## src/rtl/dsr_pkg.sv

```systemverilog
package dsr_pkg;
  // Strobes from the control module to the datapath
  typedef struct packed {
    logic load;   // snapshot the parallel inputs
    logic shift;  // move every stage up by one place
  } dsrStrobes_t;
endpackage

```

## src/rtl/dsr_sync.sv

```systemverilog
module dsr_sync #(
  parameter int WIDTH = 1,
  parameter int STAGES = 2,
  parameter logic [WIDTH-1:0] RESET_VAL = '0
) (
  input  logic             clk,
  input  logic             rstN,
  input  logic [WIDTH-1:0] dIn,
  output logic [WIDTH-1:0] dOut
);
  logic [WIDTH-1:0] stageQ [STAGES];

  for (genvar i = 0; i < STAGES; i++) begin : g_stage
    if (i == 0) begin : g_first
      always_ff @(posedge clk or negedge rstN)
        if (!rstN) stageQ[i] <= RESET_VAL;
        else       stageQ[i] <= dIn;
    end else begin : g_next
      always_ff @(posedge clk or negedge rstN)
        if (!rstN) stageQ[i] <= RESET_VAL;
        else       stageQ[i] <= stageQ[i-1];
    end
  end

  assign dOut = stageQ[STAGES-1];
endmodule

```

## src/rtl/dsr_ctrl.sv

```systemverilog
module dsr_ctrl
  import dsr_pkg::*;
#(
  parameter int SYNC_STAGES = 2
) (
  input  logic        clk,
  input  logic        rstN,
  input  logic        csN,
  input  logic        sclk,
  input  logic        sdi,
  output dsrStrobes_t ctl,
  output logic        sdiBit,
  output logic        selected
);
  localparam int IDX_SDI  = 0;
  localparam int IDX_SCLK = 1;
  localparam int IDX_CS   = 2;
  localparam int NUM_LINES = 3;
  localparam logic [NUM_LINES-1:0] LINE_IDLE = 3'b100;

  logic [NUM_LINES-1:0] rawLines, syncLines;
  logic prevCs, prevSclk;
  logic csS, sclkS, csFall, sclkRise;

  assign rawLines = {csN, sclk, sdi};

  // All three lines pass through the same depth, so sdi stays aligned to the sclk edge
  dsr_sync #(.WIDTH(NUM_LINES), .STAGES(SYNC_STAGES), .RESET_VAL(LINE_IDLE)) u_sync (
    .clk  (clk),
    .rstN (rstN),
    .dIn  (rawLines),
    .dOut (syncLines)
  );

  assign csS    = syncLines[IDX_CS];
  assign sclkS  = syncLines[IDX_SCLK];
  assign sdiBit = syncLines[IDX_SDI];

  always_ff @(posedge clk or negedge rstN) begin
    if (!rstN) begin
      prevCs   <= 1'b1;
      prevSclk <= 1'b0;
    end else begin
      prevCs   <= csS;
      prevSclk <= sclkS;
    end
  end

  assign csFall   = prevCs & ~csS;
  assign sclkRise = ~prevSclk & sclkS;
  assign selected = ~csS;

  // A load takes priority over a shift in the same cycle
  always_comb begin
    ctl.load  = csFall;
    ctl.shift = sclkRise & selected & ~csFall;
  end
endmodule

```

## src/rtl/dsr_datapath.sv

```systemverilog
module dsr_datapath
  import dsr_pkg::*;
#(
  parameter int CHANNELS = 8
) (
  input  logic                clk,
  input  logic                rstN,
  input  dsrStrobes_t         ctl,
  input  logic [CHANNELS-1:0] din,
  input  logic                sdiBit,
  output logic [CHANNELS-1:0] stages,
  output logic                dataOut
);
  localparam int TOP = CHANNELS - 1;

  for (genvar i = 0; i < CHANNELS; i++) begin : g_cell
    logic shiftSrc;
    if (i == 0) begin : g_entry
      assign shiftSrc = sdiBit;
    end else begin : g_link
      assign shiftSrc = stages[i-1];
    end

    always_ff @(posedge clk or negedge rstN) begin
      if (!rstN)          stages[i] <= 1'b0;
      else if (ctl.load)  stages[i] <= din[i];
      else if (ctl.shift) stages[i] <= shiftSrc;
    end
  end

  assign dataOut = stages[TOP];
endmodule

```

## src/rtl/discrete_spi_slave.sv

```systemverilog
module discrete_spi_slave
  import dsr_pkg::*;
#(
  parameter int CHANNELS = 8,
  parameter int SYNC_STAGES = 2
) (
  input  logic                clk,
  input  logic                rstN,
  input  logic                csN,
  input  logic                sclk,
  input  logic                sdi,
  input  logic [CHANNELS-1:0] din,
  output logic                dataOut,
  output logic                outEn
);
  dsrStrobes_t         ctl;
  logic                sdiBit;
  logic                selected;
  logic [CHANNELS-1:0] stages;

  dsr_ctrl #(.SYNC_STAGES(SYNC_STAGES)) u_ctrl (
    .clk      (clk),
    .rstN     (rstN),
    .csN      (csN),
    .sclk     (sclk),
    .sdi      (sdi),
    .ctl      (ctl),
    .sdiBit   (sdiBit),
    .selected (selected)
  );

  dsr_datapath #(.CHANNELS(CHANNELS)) u_dp (
    .clk     (clk),
    .rstN    (rstN),
    .ctl     (ctl),
    .din     (din),
    .sdiBit  (sdiBit),
    .stages  (stages),
    .dataOut (dataOut)
  );

  assign outEn = selected;
endmodule

```

## config.mk

```make
export PLATFORM = sky130hd
export DESIGN_NAME = discrete_spi_slave
export DESIGN_NICKNAME = d
export VERILOG_FILES = /design/src/rtl/dsr_pkg.sv /design/src/rtl/dsr_sync.sv /design/src/rtl/dsr_ctrl.sv /design/src/rtl/dsr_datapath.sv /design/src/rtl/discrete_spi_slave.sv
export SDC_FILE = /design/constraint.sdc
export NUM_CORES = 1
export LEC_CHECK = 0
export BUFFER_PORTS_ARGS = -buffer_cell sky130_fd_sc_hd__buf_2
export CAP_MARGIN = 20
export CORE_MARGIN = 4
export CORE_UTILIZATION = 40
export CTS_BUF_LIST = sky130_fd_sc_hd__clkbuf_16
export CTS_CLUSTER_DIAMETER = 80
export CTS_CLUSTER_SIZE = 28
export DETAILED_ROUTE_END_ITERATION = 8
export GPL_TIMING_DRIVEN = 0
export PLACE_DENSITY = 0.71
export SLEW_MARGIN = 0
export SYNTH_ARGS = -nofsm -noshare
export SYNTH_HDL_FRONTEND = slang
export SYNTH_SLANG_ARGS = --single-unit
export TNS_END_PERCENT = 20
```

## constraint.sdc

```tcl
create_clock -name clk -period 1.34 [get_ports clk]
set_input_delay 0.134 -clock clk [delete_from_list [all_inputs] [get_ports clk]]
set_output_delay 0.134 -clock clk [all_outputs]
set_load 0.01 [all_outputs]
```

==> flow_summary_export.csv <==
group,metric,value,unit
status,outcome,"finished with violations",
status,violations,"setup timing",
timing,hold_viol,0,
layout,final_nets,81,
routing,drc,0,
setup_path,rrSetupSlack,-0.08,ns
synthesis,yosysWarnings,0,
clock_tree,cts_buffer_depth,2,
routing,wl_per_cell,13.84,um
place,io_buffers,14,
power_and_ir_drop,p_leak,0.3933,nW
routing,vias,410,
layout,syn2layout_area_growth,37.68,%
floorplanning,start_util,0.4402,
layout,drive_above_1_share,0.3731,
grt,grt_usage,0.1297,
floorplanning,ios,15,
timing,whs,0.1382,ns
setup_path,max_stage_delay,0.56,ns
grt,grt_max_degree,17,
place,place_area,694.4,sq um
floorplanning,num_rows,13,
synthesis,syn-cell-area,594.3,sq um
grt,first_global_vias,423,
routing,vias_per_cell,5.000,
layout,design_area,818.3,sq um
place,place_ws,-0.1370,ns
timing,maxSlewViolCount,0,
place,place_congestion,0.7183,
routing,dr.pass1.iters,2,
clock_tree,clockRootBuffer,"clkbuf_16",
routing,topRoutingLayerUsed,"met4",
timing,clock.fmax,706.3,MHz
setup_path,start_kind,"register",
synthesis,synth_nets,58,
layout,mostFrequentLayoutCells,"buf_2, dfrtp_1, inv_1",
layout,layout_commonest_cell,"buf_2",
worst_hold_path,hold_depth,3,
setup_path,crit_arrival,1.54,ns
routing,drt_wl_total,1135,um
timing,finalSetupViolCount,1,
synthesis,syn_avg_cell_area,13.21,sq um
timing,rsz0062_at_grt,"yes",
routing,wl_met2,583,um
setup_path,cp_max_fo,3,
setup_path,r2r_end,"u_dp.g_cell[1].shiftSrc$_DFFE_PN0P_",
grt,overflow,0,
timing,slew_headroom,0.6943,
power_and_ir_drop,ir_drop,0.0009155,V
layout,num_antenna_cells,0,
timing,worstMarginPinSlew,0.4566,ns
flow_run,drv_cap,0,
synthesis,ys_seq_area_frac,0.6800,
timing,fin_ws,-0.07573,ns
setup_path,cp_top_family,"flip-flops",
synthesis,syn_inst,45,
setup_path,crit_path_end_kind,"register",
setup_path,cp.required,1.47,ns
setup_path,critPathBufInv,0,
clock_tree,cts_tree,"done",
grt,grt_pass1_wl,1835,um
setup_path,cpMostUsedCell,"mux2_4",
power_and_ir_drop,power,0.001237,W
routing,wl_met1,463,um
timing,fin_skew,0.002039,ns
worst_hold_path,worstHoldPathType,"in -> reg",
place,dpl.hpwl,775.3,um
timing,post-route-period-util,1.057,
power_and_ir_drop,power_density,1511,nW/um^2
worst_hold_path,min-delay-start,"din[4]",
floorplanning,design.core.area,1350,sq um
synthesis,netlist-cell-type-count,11,
synthesis,synth_seq_cells,16,
clock_tree,clock_tree.htree_level_count,1,
setup_path,r2r-start,"u_ctrl.prevCs$_DFF_PN1_",
routing,drtIter0Drc,1,
worst_hold_path,min_to,"u_dp.g_cell[5].shiftSrc$_DFFE_PN0P_",
routing,detail-route-antenna-nets,0,
setup_path,crit_slowest_cell,"dfstp_2",
setup_path,path_cells,"nor2b_4 -> mux2_4 -> mux2_4",
setup_path,critical_path_class,"reg -> reg",
clock_tree,clkTransAtPathRegs,0.05,ns
setup_path,r2r_cells,3,
timing,period_minus_slack,1.416,ns
clock_tree,cts_num_sinks,16,
floorplanning,die_area,2166,sq um
grt,antenna_found_initial,0,
routing,wl_met3,76,um
clock_tree,cts_made_buffers,3,
floorplanning,die-height,46.55,um
floorplanning,die_w,46.55,um
clock_tree,clock_latency,0.24,ns
[repair_timing]
action / in CTS / in global routing
endpoints found under the setup margin: 8 / 8
buffers inserted: 1 / 0
hold buffers: 4 / 0
gates resized for setup: 0 / 1
gates cloned: 0 / 0
hold endpoints to repair: 16 / 0
[worst max path at each step]
stage | end | start | cells past startpoint | slack (ns)
after floorplan | u_dp.g_cell[1].shiftSrc$_DFFE_PN0P_ | u_ctrl.prevCs$_DFF_PN1_ | 4 | -0.09
after global placement | u_dp.g_cell[1].shiftSrc$_DFFE_PN0P_ | u_ctrl.prevCs$_DFF_PN1_ | 4 | -0.12
after detailed placement | u_dp.g_cell[1].shiftSrc$_DFFE_PN0P_ | u_ctrl.prevCs$_DFF_PN1_ | 4 | -0.14
after CTS | u_dp.g_cell[1].shiftSrc$_DFFE_PN0P_ | u_ctrl.prevCs$_DFF_PN1_ | 4 | -0.11
after global routing | u_dp.g_cell[1].shiftSrc$_DFFE_PN0P_ | u_ctrl.prevCs$_DFF_PN1_ | 3 | -0.09
final | u_dp.g_cell[1].shiftSrc$_DFFE_PN0P_ | u_ctrl.prevCs$_DFF_PN1_ | 3 | -0.08
[cells in the mapped netlist (all sizes together)]
library cell	count	share of area
a22oi	7	0.088
o21a	1	0.013
dfrtp	13	0.55
inv	8	0.051
o21ai	7	0.059
mux2	2	0.044
nor4b	1	0.025
nor2b	2	0.021
buf	1	0.019
dfstp	3	0.13
[power by group]
part           internal [W]  total (W)  leakage (nW)  switching, W
combinational     0.0000601   0.000112         0.163     0.0000521
sequential         0.000537   0.000564         0.188     0.0000273
clock              0.000394   0.000560        0.0423      0.000167
[kinds of logic after synthesis]
family,synth area share
muxes,0.04420
AOI/OAI and AO/OA,0.1600
DFF,0.6800
buffers and inverters,0.06947
and+or+nand+nor,0.04631
[flip-flops by register name, summed over array words and instances, names as in the netlist]
| name | count |
|---|---|
| u_dp.g_cell.shiftSrc | 7 |
| u_ctrl.u_sync.dOut | 3 |
| u_ctrl.u_sync.stageQ | 3 |
| u_ctrl.prevCs | 1 |
| u_ctrl.prevSclk | 1 |
| u_dp.dataOut | 1 |
[metal layers]
metal / up-vias / track usage
met5: - / 0
met4: 0 / 0.06818
met3: 2 / 0.05859
met2: 12 / 0.2060
met1: 200 / 0.1439
li1: 196 / -
[final cells by class]
cell class | instances | area (sq um)
Multi-Input combinational cell | 20 | 168.9
Timing Repair Buffer | 19 | 117.6
Tap cell | 15 | 18.77
Fill cell | 122 | 531.8
Clock buffer | 3 | 75.07
Inverter | 8 | 30.03
Clock inverter | 1 | 3.754
Sequential cell | 16 | 404.1
[stage by stage]
stage | utilization | cells | setup TNS [ns]
after floorplan | - | 45 | -0.08717
after global placement | 0.5144 | 74 | -0.1155
after detailed placement | 0.5144 | 74 | -0.5432
after CTS | 0.6080 | 83 | -0.5707
after global routing | 0.6061 | 82 | -0.09057
final | 0.6061 | 82 | -0.07573
[worst min-delay path, cell delays in order]
cell     delay (ns)
buf_2          0.08
a22oi_1        0.06
o21ai_0        0.06
Power figures use the tool's default switching activity.
